$ cat config.mk
export PLATFORM = sky130hd
export DESIGN_NAME = fetch_exec_seq
export DESIGN_NICKNAME = d
export VERILOG_FILES = /design/src/rtl/fes_pkg.sv /design/src/rtl/fes_decode.sv /design/src/rtl/fes_retstack.sv /design/src/rtl/fes_counters.sv /design/src/rtl/fetch_exec_seq.sv
export SDC_FILE = /design/constraint.sdc
export NUM_CORES = 1
export LEC_CHECK = 0
export BUFFER_PORTS_ARGS = -buffer_cell sky130_fd_sc_hd__buf_4
export CORE_ASPECT_RATIO = 1.2
export CORE_MARGIN = 8
export CORE_UTILIZATION = 55
export DETAILED_ROUTE_END_ITERATION = 16
export GPL_TIMING_DRIVEN = 0
export MAX_ROUTING_LAYER = met4
export PLACE_DENSITY = 0.8
export SYNTH_ARGS = -nofsm -noshare
export SYNTH_HDL_FRONTEND = slang
export SYNTH_HIERARCHICAL = 1
export SYNTH_SLANG_ARGS = --single-unit
$ cat constraint.sdc
create_clock -name clk -period 3.93 [get_ports clk]
set_input_delay 0.786 -clock clk [delete_from_list [all_inputs] [get_ports clk]]
set_output_delay 0.786 -clock clk [all_outputs]
set_load 0.01 [all_outputs]
$ cat src/rtl/fes_pkg.sv
// Shared opcode field values and execute-class codes for the fetch/execute
// sequencer. Assumes the opcode sits in the top three bits of each word.
package fes_pkg;

    localparam logic [2:0] OP_NOP  = 3'b000;
    localparam logic [2:0] OP_ALU  = 3'b001;
    localparam logic [2:0] OP_RET  = 3'b010;
    localparam logic [2:0] OP_SKIP = 3'b011;
    localparam logic [2:0] OP_CALL = 3'b100;
    localparam logic [2:0] OP_GOTO = 3'b101;

    typedef enum logic [2:0] {
        CL_NOP  = 3'd0,
        CL_ALU  = 3'd1,
        CL_PCW  = 3'd2,
        CL_RET  = 3'd3,
        CL_SKIP = 3'd4,
        CL_CALL = 3'd5,
        CL_GOTO = 3'd6
    } fes_class_e;

endpackage

$ cat src/rtl/fes_decode.sv
// Classifies an instruction word into its flow class. Purely combinational.
// Assumes the caller has split out the opcode, the destination bit and the
// file address.
module fes_decode
    import fes_pkg::*;
#(
    parameter int unsigned FADDR_W  = 7,
    parameter logic [FADDR_W-1:0] PCL_ADDR = 7'h02
) (
    input  logic [2:0]         op,
    input  logic               dest_file,
    input  logic [FADDR_W-1:0] faddr,
    output fes_class_e         cls
);

    // Map the opcode to a class; an ALU op that targets PC-low becomes a PC write.
    always_comb begin
        case (op)
            OP_NOP:  cls = CL_NOP;
            OP_ALU:  cls = (dest_file && (faddr == PCL_ADDR)) ? CL_PCW : CL_ALU;
            OP_RET:  cls = CL_RET;
            OP_SKIP: cls = CL_SKIP;
            OP_CALL: cls = CL_CALL;
            OP_GOTO: cls = CL_GOTO;
            default: cls = CL_ALU;
        endcase
    end

endmodule

$ cat src/rtl/fes_retstack.sv
// Circular hardware return stack. One pointer and no occupancy count: pushes
// past DEPTH overwrite the oldest slot, and pops past empty reread stale slots.
// Assumes DEPTH is a power of two and that push and pop never coincide.
module fes_retstack #(
    parameter int unsigned W     = 13,
    parameter int unsigned DEPTH = 8
) (
    input  logic         clk,
    input  logic         rst_n,
    input  logic         push,
    input  logic         pop,
    input  logic [W-1:0] push_data,
    output logic [W-1:0] top_data
);

    localparam int unsigned PTR_W = $clog2(DEPTH);

    logic [W-1:0]     slots [DEPTH];
    logic [PTR_W-1:0] ptr;
    logic [PTR_W-1:0] ptr_dec;

    assign ptr_dec  = ptr - 1'b1;
    assign top_data = slots[ptr_dec];

    // Move the pointer and store the pushed address.
    always_ff @(posedge clk) begin
        if (!rst_n) begin
            ptr <= '0;
            for (int i = 0; i < DEPTH; i++) slots[i] <= '0;
        end else if (push) begin
            slots[ptr] <= push_data;
            ptr        <= ptr + 1'b1;
        end else if (pop) begin
            ptr <= ptr_dec;
        end
    end

endmodule

$ cat src/rtl/fes_counters.sv
// Elapsed-cycle and retired-instruction counters for timing measurement.
// Both wrap at their width.
module fes_counters #(
    parameter int unsigned CNT_W = 16
) (
    input  logic             clk,
    input  logic             rst_n,
    input  logic             retire,
    output logic [CNT_W-1:0] cycle_count,
    output logic [CNT_W-1:0] retire_count
);

    // Count every clock, and count the clocks that end with a live execute.
    always_ff @(posedge clk) begin
        if (!rst_n) begin
            cycle_count  <= '0;
            retire_count <= '0;
        end else begin
            cycle_count <= cycle_count + 1'b1;
            if (retire) retire_count <= retire_count + 1'b1;
        end
    end

endmodule

$ cat src/rtl/fetch_exec_seq.sv
// Two-stage fetch/execute sequencer. The memory output register acts as the
// instruction register: the word on imem_rdata is the one executing, and
// imem_addr already holds the next sequential address. A PC write loads the
// fetch register, so the word read in the same cycle is dropped as a bubble.
// A taken skip drops that word too but keeps fetching in sequence.
// Assumes a synchronous memory with one cycle of read latency.
module fetch_exec_seq
    import fes_pkg::*;
#(
    parameter int unsigned PC_W     = 13,
    parameter int unsigned IW       = 14,
    parameter int unsigned JMP_W    = 11,
    parameter int unsigned DATA_W   = 8,
    parameter int unsigned FADDR_W  = 7,
    parameter logic [FADDR_W-1:0] PCL_ADDR = 7'h02,
    parameter int unsigned RS_DEPTH = 8,
    parameter int unsigned CNT_W    = 16
) (
    input  logic              clk,
    input  logic              rst_n,
    output logic [PC_W-1:0]   imem_addr,
    input  logic [IW-1:0]     imem_rdata,
    input  logic              skip_cond,
    input  logic [DATA_W-1:0] alu_result,
    output logic              ex_valid,
    output logic              ex_bubble,
    output logic [2:0]        ex_class,
    output logic [PC_W-1:0]   ex_pc,
    output logic [CNT_W-1:0]  cycle_count,
    output logic [CNT_W-1:0]  retire_count
);

    localparam int unsigned DEST_BIT = FADDR_W;

    logic [PC_W-1:0] fetch_pc;
    logic [PC_W-1:0] exec_pc;
    logic            live;
    fes_class_e      cls;
    logic            redirect;
    logic            squash;
    logic            push;
    logic            pop;
    logic [PC_W-1:0] target;
    logic [PC_W-1:0] stack_top;
    logic [PC_W-1:0] ret_addr;

    fes_decode #(
        .FADDR_W  (FADDR_W),
        .PCL_ADDR (PCL_ADDR)
    ) u_decode (
        .op        (imem_rdata[IW-1 -: 3]),
        .dest_file (imem_rdata[DEST_BIT]),
        .faddr     (imem_rdata[FADDR_W-1:0]),
        .cls       (cls)
    );

    assign ret_addr = exec_pc + 1'b1;

    fes_retstack #(
        .W     (PC_W),
        .DEPTH (RS_DEPTH)
    ) u_stack (
        .clk       (clk),
        .rst_n     (rst_n),
        .push      (push),
        .pop       (pop),
        .push_data (ret_addr),
        .top_data  (stack_top)
    );

    fes_counters #(
        .CNT_W (CNT_W)
    ) u_cnt (
        .clk          (clk),
        .rst_n        (rst_n),
        .retire       (live),
        .cycle_count  (cycle_count),
        .retire_count (retire_count)
    );

    // Decide this cycle's flow effect: redirect, squash or sequential.
    always_comb begin
        redirect = 1'b0;
        squash   = 1'b0;
        push     = 1'b0;
        pop      = 1'b0;
        target   = fetch_pc + 1'b1;
        if (live) begin
            case (cls)
                CL_GOTO: begin
                    redirect = 1'b1;
                    target   = {exec_pc[PC_W-1:JMP_W], imem_rdata[JMP_W-1:0]};
                end
                CL_CALL: begin
                    redirect = 1'b1;
                    push     = 1'b1;
                    target   = {exec_pc[PC_W-1:JMP_W], imem_rdata[JMP_W-1:0]};
                end
                CL_RET: begin
                    redirect = 1'b1;
                    pop      = 1'b1;
                    target   = stack_top;
                end
                CL_PCW: begin
                    redirect = 1'b1;
                    target   = {exec_pc[PC_W-1:DATA_W], alu_result};
                end
                CL_SKIP: squash = skip_cond;
                default: ;
            endcase
        end
    end

    // Advance the fetch address and tag the next word as live or dropped.
    always_ff @(posedge clk) begin
        if (!rst_n) begin
            fetch_pc <= '0;
            exec_pc  <= '0;
            live     <= 1'b0;
        end else begin
            fetch_pc <= target;
            exec_pc  <= fetch_pc;
            live     <= !(redirect || squash);
        end
    end

    assign imem_addr = fetch_pc;
    assign ex_valid  = live;
    assign ex_bubble = !live;
    assign ex_pc     = exec_pc;
    assign ex_class  = live ? cls : CL_NOP;

endmodule

==> results of run 1 <==
[worst max-delay path, stage by stage (launching register included)]
cell,delay (ps)
dfxtp_1,570
inv_4,110
clkbuf_1,260
ha_1,350
buf_4,190
buf_2,350
mux2i_1,320
nand3_1,100
and4_1,180
a22o_1,210
a221oi_1,460
a211oi_1,100
[placed cells by master, fill, tap and decap left out, drive strengths merged, types with 21 or more instances in the layout]
cell type and count:
mux2i 60, xnor2 33, nor2 39, nand2 35
edfxtp 104, nand3 75, and2 119, dfxtp 62
a21oi 21, buf 125, clkbuf 34
[metal layers]
metal | track usage [%] | wire, µm | vias to the layer above
li1 | - | - | 2966
met1 | 26.9 | 8980 | 3036
met2 | 38.6 | 11000 | 247
met3 | 5.11 | 1450 | 37
met4 | 9.59 | 586 | 0
met5 | - | 0 | -
[cells by family (layout without fill, tap and decap cells)]
kind of cell	after synthesis	in the layout	synth area share, %
buffers and inverters	55	180	3.50
xor gates and xnor gates	43	43	4.79
adders and majority gates	6	6	0.892
and+or+nand+nor	357	357	25.6
AOI/OAI and AO/OA	78	78	6.17
muxes	60	60	7.14
DFF	166	166	51.9
other	0	1	0
[registers in the layout (all words and copies together), names as in the netlist]
register	count
ex_pc	13
ex_valid	1
imem_addr	13
u_cnt/cycle_count	16
u_cnt/retire_count	16
u_stack/ptr	3
u_stack/slots	104
[layout make-up]
| class | count | area, µm² | share of cell area [%] |
|---|---|---|---|
| Inverter | 14 | 55.1 | 0.555 |
| Tap cell | 204 | 255 | 2.58 |
| Antenna cell | 1 | 2.50 | 0.0252 |
| Clock buffer | 25 | 479 | 4.83 |
| Sequential cell | 166 | 4360 | 44.0 |
| Clock inverter | 7 | 46.3 | 0.467 |
| Buffer | 41 | 239 | 2.41 |
| Multi-Input combinational cell | 544 | 3750 | 37.9 |
| Timing Repair Buffer | 93 | 717 | 7.23 |
[worst max-delay path by stage]
| stage | end | cells past startpoint | startpoint | slack (ps) |
|---|---|---|---|---|
| 2_1_floorplan | u_stack/slots[3][0]$_SDFFCE_PN0P_ | 8 | imem_rdata[1] | 580 |
| 3_3_place_gp | u_stack/slots[3][4]$_SDFFCE_PN0P_ | 8 | imem_rdata[1] | -300 |
| 3_5_place_dp | u_stack/slots[2][10]$_SDFFCE_PN0P_ | 9 | imem_rdata[12] | 320 |
| 4_1_cts | imem_addr[7]$_SDFF_PN0_ | 11 | u_stack/ptr[0]$_SDFFE_PN0P_ | 660 |
| 5_1_grt | u_stack/slots[0][2]$_SDFFCE_PN0P_ | 9 | imem_rdata[12] | 480 |
| 6_report | imem_addr[8]$_SDFF_PN0_ | 11 | u_stack/ptr[0]$_SDFFE_PN0P_ | 580 |
[metrics by stage]
stage               hold WS, ps  instance area, µm²
floorplan                   469                8410
global placement            452                9320
detailed placement          468                9380
CTS                         476                9910
global route                485                9910
finish                      474                9910
[power groups by stage]
| stage | Sequential (mW) | Combinational, mW | Clock (mW) |
|---|---|---|---|
| 2_1_floorplan | 2.01 | 0.342 | 0 |
| 3_3_place_gp | 2.01 | 0.562 | 0 |
| 3_5_place_dp | 2.01 | 0.574 | 0 |
| 4_1_cts | 1.97 | 0.578 | 1.52 |
| 5_1_grt | 1.98 | 0.618 | 1.59 |
| 6_report | 1.97 | 0.584 | 1.50 |
==> impl_metrics.json, run 1 <==
{
  "outcome": "completed",
  "cts_tree": "built",
  "yosys_most_used_dff": "edfxtp_1",
  "p_leak_nw": 3.75,
  "dp_hpwl_um": 15900,
  "cts_sinks": 166,
  "coreArea_um2": 15000,
  "postCtsSetupRepairBufs": 0,
  "antenna_found_initial": 1,
  "tns_ps": 0,
  "placed_cells": 1062,
  "cts_max_path_buffers": 2,
  "wl_per_cell_um": 20.1,
  "synth_area_leader_cell": "edfxtp_1",
  "die_x_um": 129,
  "crit_type": "register to register",
  "netlist_instances": 765,
  "ys_warn_count": 6,
  "firstDrtPassIters": 6,
  "drt_first_iter_violations": 606,
  "worstMarginPinSlew_ps": 1100,
  "p_per_area_nw_per_um2": 410,
  "clock_latency_ps": 430,
  "track_usage_pct": 23.3,
  "r2r_end": "imem_addr[8]$_SDFF_PN0_",
  "sw_frac_of_total_pct": 26.2,
  "vias": 6286,
  "gp_congestion": 0.961,
  "maxCapViolCount": 0,
  "layout_setup_ws_ps": 580,
  "ys_ff_latch": 166,
  "max_slew_margin_pct": 26.1,
  "synthArstFlopShare_pct": 0,
  "yosysMostFrequentCell": "and2_1",
  "postSynthAreaPerCell_um2": 11.0,
  "drive_gt1_share_pct": 20.2,
  "ir_drop_uv": 314,
  "worstPathMaxFanout": 10,
  "share_comb_of_total_power_pct": 14.4,
  "cts_resized": 0,
  "ys_top_cells_by_count": "and2_1, edfxtp_1, nand3_1",
  "cts_hold_buffers": 0,
  "finalHoldViolCount": 0,
  "num_io_pins": 88,
  "min_to": "u_cnt/retire_count[15]$_SDFFE_PN0P_",
  "switchingPower_mw": 1.06,
  "p_int_mw": 3.00,
  "ys_seq_area_share_pct": 51.9,
  "cts_buffers": 17,
  "power.total_mw": 4.06,
  "synth_nets": 796,
  "pwr-share-seq_pct": 48.6,
  "nFillCells": 1162,
  "synth.distinct_cells": 60,
  "start_util_pct": 56.2,
  "clkPwrFrac_pct": 37.0,
  "dieArea_um2": 19500,
  "timing.fmax_ghz": 0.299,
  "fin_nets": 908,
  "finClkSkew_ps": 8.44,
  "grt_pass1_wl_um": 33100,
  "final_core_util_pct": 66.3,
  "netlist_area_um2": 8410,
  "die_h_um": 151,
  "antenna_left": 0,
  "setup_viol": 0,
  "period_needed_ps": 3350,
  "dp_slack_ps": 321,
  "ff2ff_path_depth": 11,
  "rows": 49,
  "fin_crit_sh_pct": 85.2,
  "root_buffer": "clkbuf_16",
  "start_kind": "register",
  "min-delay-start": "u_cnt/retire_count[15]$_SDFFE_PN0P_",
  "ys_top_cells_by_area": "edfxtp_1, dfxtp_1, and2_1",
  "port_buffers": 87,
  "cts_max_level": 4,
  "grt_overflow_total": 0,
  "yosys.area.top_type_share_pct": 37.1,
  "grt_max_degree": 17,
  "routed_via_density": 5.74,
  "grt_pass1_vias": 6038,
  "cp.required_ps": 4220,
  "final_max_slew_viol_count": 0,
  "hold_class": "register to register",
  "arrival_ps": 3640,
  "holdPathStages": 2,
  "drcViolationCount": 0,
  "clk_pin_slew_worst_paths_ps": 60,
  "synth-edff-count": 104,
  "instances_no_fill": 1095,
  "rrSetupSlack_ps": 580,
  "rsz0062_at_grt": "no",
  "endpoint_kind": "register",
  "rr_startpoint": "u_stack/ptr[0]$_SDFFE_PN0P_",
  "drt_wl_total_um": 22000,
  "syn2layout_area_growth_pct": 17.8
}
Note: power is estimated with default switching activity, not from simulation.
==> inputs of run 2 (changes only) <==
- CORE_UTILIZATION: 55 -> 40
- PLACE_DENSITY: 0.8 -> 0.63
==> run 2 against run 1 <==
Design area up 1.4%. Total power up 3.5%. Largest cell class unchanged. Sequential share of layout area shrank 0.60 points. Highest routed layer unchanged. Largest power group unchanged. Critical path type unchanged.
==> impl_metrics.json, run 2 (synthesized netlist as in run 1, its figures left out) <==
{
  "syn2layout_area_growth_pct": 19.5,
  "dp_hpwl_um": 16800,
  "cts_resized": 0,
  "cp.required_ps": 4240,
  "finClkSkew_ps": 18.2,
  "crit_type": "register to register",
  "ff2ff_path_depth": 11,
  "cts_tree": "built",
  "grt_pass1_vias": 6016,
  "fin_nets": 908,
  "num_io_pins": 88,
  "drcViolationCount": 0,
  "finalHoldViolCount": 0,
  "final_max_slew_viol_count": 0,
  "whs_ps": 477,
  "share_comb_of_total_power_pct": 14.0,
  "p_per_area_nw_per_um2": 418,
  "drt_first_iter_violations": 481,
  "cts_max_path_buffers": 2,
  "grt_max_degree": 17,
  "clock_latency_ps": 440,
  "max_slew_margin_pct": 27.5,
  "cts_buffers": 17,
  "rsz0062_at_grt": "no",
  "port_buffers": 87,
  "min_to": "u_cnt/cycle_count[15]$_SDFF_PN0_",
  "dieArea_um2": 25900,
  "firstDrtPassIters": 5,
  "coreArea_um2": 20800,
  "gp_congestion": 0.937,
  "maxCapViolCount": 0,
  "start_util_pct": 40.4,
  "reg.largest.list": "u_stack/slots (104), u_cnt/cycle_count (16), u_cnt/retire_count (16)",
  "grt_overflow_total": 0,
  "vias": 6131,
  "start_kind": "register",
  "root_buffer": "clkbuf_16",
  "ir_drop_uv": 253,
  "grt_pass1_wl_um": 35100,
  "cts_max_level": 4,
  "largest_reg_flops": 104,
  "antenna_left": 0,
  "drive_gt1_share_pct": 20.6,
  "period_needed_ps": 3360,
  "setup_viol": 0,
  "switchingPower_mw": 1.15,
  "r2r_end": "imem_addr[4]$_SDFF_PN0_",
  "drt_wl_total_um": 23000,
  "track_usage_pct": 18.4,
  "p_leak_nw": 3.77,
  "diodes": 0,
  "antenna_found_initial": 0,
  "cts_sinks": 166,
  "worstMarginPinSlew_ps": 1080,
  "p_int_mw": 3.05,
  "postCtsSetupRepairBufs": 0,
  "pwr-share-seq_pct": 46.9,
  "rr_startpoint": "u_stack/ptr[0]$_SDFFE_PN0P_",
  "wl_per_cell_um": 19.9,
  "min-delay-start": "u_cnt/cycle_count[15]$_SDFF_PN0_",
  "dp_slack_ps": 229,
  "rrSetupSlack_ps": 570,
  "holdPathStages": 2,
  "layout_setup_ws_ps": 565,
  "largest_register": "u_stack/slots",
  "outcome": "completed",
  "timing.fmax_ghz": 0.297,
  "endpoint_kind": "register",
  "layout_common_cells": "and2_1, edfxtp_1, buf_4",
  "routed_via_density": 5.29,
  "clkPwrFrac_pct": 39.1,
  "fin_crit_sh_pct": 85.6,
  "sw_frac_of_total_pct": 27.4,
  "rows": 58,
  "die_h_um": 175,
  "hold_class": "register to register",
  "die_x_um": 148,
  "clk_pin_slew_worst_paths_ps": 70,
  "worstPathMaxFanout": 10,
  "arrival_ps": 3670,
  "layout_commonest_cell": "and2_1",
  "cts_hold_buffers": 0
}
## run 2: how the worst max path moves through the flow
stage / start / end / slack (ps) / cells past startpoint
2_1_floorplan: imem_rdata[1] / u_stack/slots[3][0]$_SDFFCE_PN0P_ / 580 / 8
3_3_place_gp: imem_rdata[1] / u_stack/slots[4][8]$_SDFFCE_PN0P_ / -440 / 8
3_5_place_dp: imem_rdata[12] / u_stack/slots[2][10]$_SDFFCE_PN0P_ / 230 / 9
4_1_cts: u_stack/ptr[0]$_SDFFE_PN0P_ / imem_addr[7]$_SDFF_PN0_ / 590 / 11
5_1_grt: u_stack/ptr[0]$_SDFFE_PN0P_ / imem_addr[3]$_SDFF_PN0_ / 430 / 11
6_report: u_stack/ptr[0]$_SDFFE_PN0P_ / imem_addr[4]$_SDFF_PN0_ / 570 / 11
## run 2: metal layers
metal	share of wire (%)	GRT usage (%)	vias up
li1	-	-	2975
met1	43	21.5	2942
met3	5.2	4.53	42
met5	0	-	-
met2	48	29.4	172
met4	3.5	8.22	0
## run 2: final cells by class
type                            instances  area [µm²]
Buffer                                 41         239
Clock buffer                           20         478
Clock inverter                         12         104
Fill cell                            1911       10800
Inverter                               14        55.1
Multi-Input combinational cell        544        3750
Sequential cell                       166        4360
Tap cell                              270         338
Timing Repair Buffer                   93         717
## run 2: through the flow
stage / power (mW) / cells / setup TNS, ps / utilization [%] / cell area [µm²]
after detailed placement: 2.59 / 1128 / 0 / 45.5 / 9470
after global placement: 2.58 / 1122 / -30190 / 45.1 / 9400
after floorplan: 2.35 / 765 / 0 / - / 8410
after CTS: 4.24 / 1160 / 0 / 48.2 / 10000
final: 4.20 / 1160 / 0 / 48.2 / 10000
after global routing: 4.37 / 1160 / 0 / 48.2 / 10000
## run 2: critical path, stage by stage, from the launching register on
cell       delay [ps]
dfxtp_1           540
inv_4             100
clkbuf_1          270
ha_1              360
buf_4             200
buf_2             350
mux2i_1           310
nand3_1           140
and4_1            220
o2bb2ai_1         140
a211oi_1          500
nor3_1             90
## run 2: power by group through the flow
stage	clock [mW]	combinational [mW]	sequential [mW]
2_1_floorplan	0	0.342	2.01
3_3_place_gp	0	0.574	2.01
3_5_place_dp	0	0.585	2.01
4_1_cts	1.68	0.589	1.97
5_1_grt	1.76	0.631	1.98
6_report	1.64	0.590	1.97
==> inputs of run 3 (changes only) <==
- PLACE_DENSITY: 0.63 -> 0.68
==> run 3 against run 2 <==
Setup slack better by 31 ps. Core utilization is 0.13 points higher. Sequential cell count stayed put. Via count is 0.33% lower. Critical path depth stayed put. Non-clock buffer count stayed put. Design area is 0.27% higher. Die area stayed put. Wire length is 1.0% lower. Register-to-register slack better by 30 ps. First-iteration DRC count is 7.5% higher.
==> impl_metrics.json, run 3 (synthesized netlist as in run 1, its figures left out) <==
{
  "endpoint_kind": "register",
  "rsz0062_at_grt": "no",
  "vias": 6111,
  "nFillCells": 1893,
  "largest_reg_flops": 104,
  "drt_wl_total_um": 22800,
  "period_needed_ps": 3330,
  "max_slew_margin_pct": 24.6,
  "die_x_um": 148,
  "cts_buffers": 17,
  "startpoint": "u_stack/ptr[0]$_SDFFE_PN0P_",
  "p_per_area_nw_per_um2": 427,
  "start_util_pct": 40.4,
  "wl_per_cell_um": 19.7,
  "arrival_ps": 3630,
  "largest_register": "u_stack/slots",
  "crit_type": "register to register",
  "grt_pass1_wl_um": 34900,
  "clk_pin_slew_worst_paths_ps": 70,
  "r2r_end": "imem_addr[6]$_SDFF_PN0_",
  "port_buffers": 87,
  "p_leak_nw": 3.79,
  "fin_nets": 908,
  "drcViolationCount": 0,
  "cts_tree": "built",
  "fin_crit_sh_pct": 84.8,
  "num_io_pins": 88,
  "cts_hold_buffers": 0,
  "grt_max_degree": 17,
  "track_usage_pct": 18.1,
  "start_kind": "register",
  "worstPathMaxFanout": 10,
  "rrSetupSlack_ps": 600,
  "power.total_mw": 4.30,
  "setup_viol": 0,
  "coreArea_um2": 20800,
  "whs_ps": 474,
  "holdPathStages": 2,
  "final_max_slew_viol_count": 0,
  "dieArea_um2": 25900,
  "min_to": "u_cnt/retire_count[15]$_SDFFE_PN0P_",
  "routed_via_density": 5.27,
  "firstDrtPassIters": 5,
  "path_cells": "inv_4 -> clkbuf_1 -> ha_1 -> buf_4 -> buf_4 -> mux2i_1 -> nand3_1 -> and4_1 -> o2bb2ai_1 -> a211oi_1 -> a311oi_1",
  "cts_max_level": 4,
  "die_h_um": 175,
  "layout_commonest_cell": "and2_1",
  "path_buf_inv": 4,
  "grt_pass1_vias": 6010,
  "root_buffer": "clkbuf_16",
  "finalHoldViolCount": 0,
  "rows": 58,
  "diodes": 0,
  "cts_resized": 0,
  "ir_drop_uv": 233,
  "critPathMostFrequentCell": "buf_4",
  "clock_latency_ps": 430,
  "cp_top_family": "buffers and inverters",
  "dp_hpwl_um": 16700,
  "reg.largest.list": "u_stack/slots (104), u_cnt/cycle_count (16), u_cnt/retire_count (16)",
  "outcome": "completed",
  "cts_max_path_buffers": 2,
  "syn2layout_area_growth_pct": 19.8,
  "cp.required_ps": 4220,
  "grt_overflow_total": 0,
  "antenna_left": 0,
  "min-delay-start": "u_cnt/retire_count[15]$_SDFFE_PN0P_",
  "drt_first_iter_violations": 517,
  "hold_class": "register to register",
  "maxCapViolCount": 0,
  "cpMaxStageDelayCell": "dfxtp_1",
  "gp_congestion": 0.941,
  "drive_gt1_share_pct": 20.6,
  "layout_common_cells": "and2_1, edfxtp_1, buf_4",
  "rr_startpoint": "u_stack/ptr[0]$_SDFFE_PN0P_",
  "cts_sinks": 166,
  "worstMarginPinSlew_ps": 1120,
  "max_stage_delay_ps": 560,
  "timing.fmax_ghz": 0.300,
  "postCtsSetupRepairBufs": 0,
  "antenna_found_initial": 0,
  "ff2ff_path_depth": 11,
  "finClkSkew_ps": 13.9
}
## run 3: cell types whose count changed in the layout (fill, tap and decap cells not counted)
| cell | change |
|---|---|
| clkinv_2 | -1 |
| clkbuf_8 | -1 |
| clkinv_4 | -1 |
| clkinvlp_4 | -1 |
| inv_4 | +2 |
| inv_8 | -1 |
| inv_6 | +1 |
| bufinv_16 | +2 |
| buf_4 | +2 |
| buf_6 | -2 |
## run 3: where the power goes
group	internal [mW]	switching, mW	leakage [nW]
clock network	1.01	0.728	0.309
logic	0.235	0.357	1.90
registers	1.91	0.0578	1.58
## run 3: routing by layer
layer	track usage [%]	up-vias	share of wire, %
li1	-	2970	-
met4	7.54	0	3.1
met5	-	-	0
met1	20.6	2933	40
met2	30.4	178	51
met3	3.93	30	6.6
## run 3: worst max-delay path by stage
stage | cells past startpoint | endpoint
global route | 9 | u_stack/slots[0][10]$_SDFFCE_PN0P_
CTS | 11 | imem_addr[5]$_SDFF_PN0_
global placement | 8 | u_stack/slots[3][2]$_SDFFCE_PN0P_
finish | 11 | imem_addr[6]$_SDFF_PN0_
floorplan | 8 | u_stack/slots[3][0]$_SDFFCE_PN0P_
detailed placement | 9 | u_stack/slots[0][3]$_SDFFCE_PN0P_
## run 3: metrics by stage
step                      util [%]  instances  setup slack (ps)  area (µm²)  setup TNS, ps
final                         48.4       1160               596       10100              0
after global placement        45.1       1122              -427        9400         -30620
after CTS                     48.4       1160               656       10100              0
after floorplan                  -        765               577        8410              0
after global routing          48.4       1160               457       10100              0
after detailed placement      45.4       1128               244        9460              0
## run 3: final cells by class
type / instances / area, µm² / area share (%)
plain buffers: 41 / 239 / 2.37
clock buffers: 19 / 464 / 4.61
clock inverters: 13 / 153 / 1.51
inverters: 14 / 55.1 / 0.546
multi-input cells: 544 / 3750 / 37.3
flip-flops and latches: 166 / 4360 / 43.3
well taps: 270 / 338 / 3.35
repair buffers: 93 / 709 / 7.04
## run 3: worst register-to-register path: stages, from the launching register on
cell       delay, ps
dfxtp_1          560
inv_4            100
clkbuf_1         270
ha_1             360
buf_4            180
buf_4            250
mux2i_1          320
nand3_1          180
and4_1           280
o2bb2ai_1        140
a211oi_1         470
a311oi_1          90
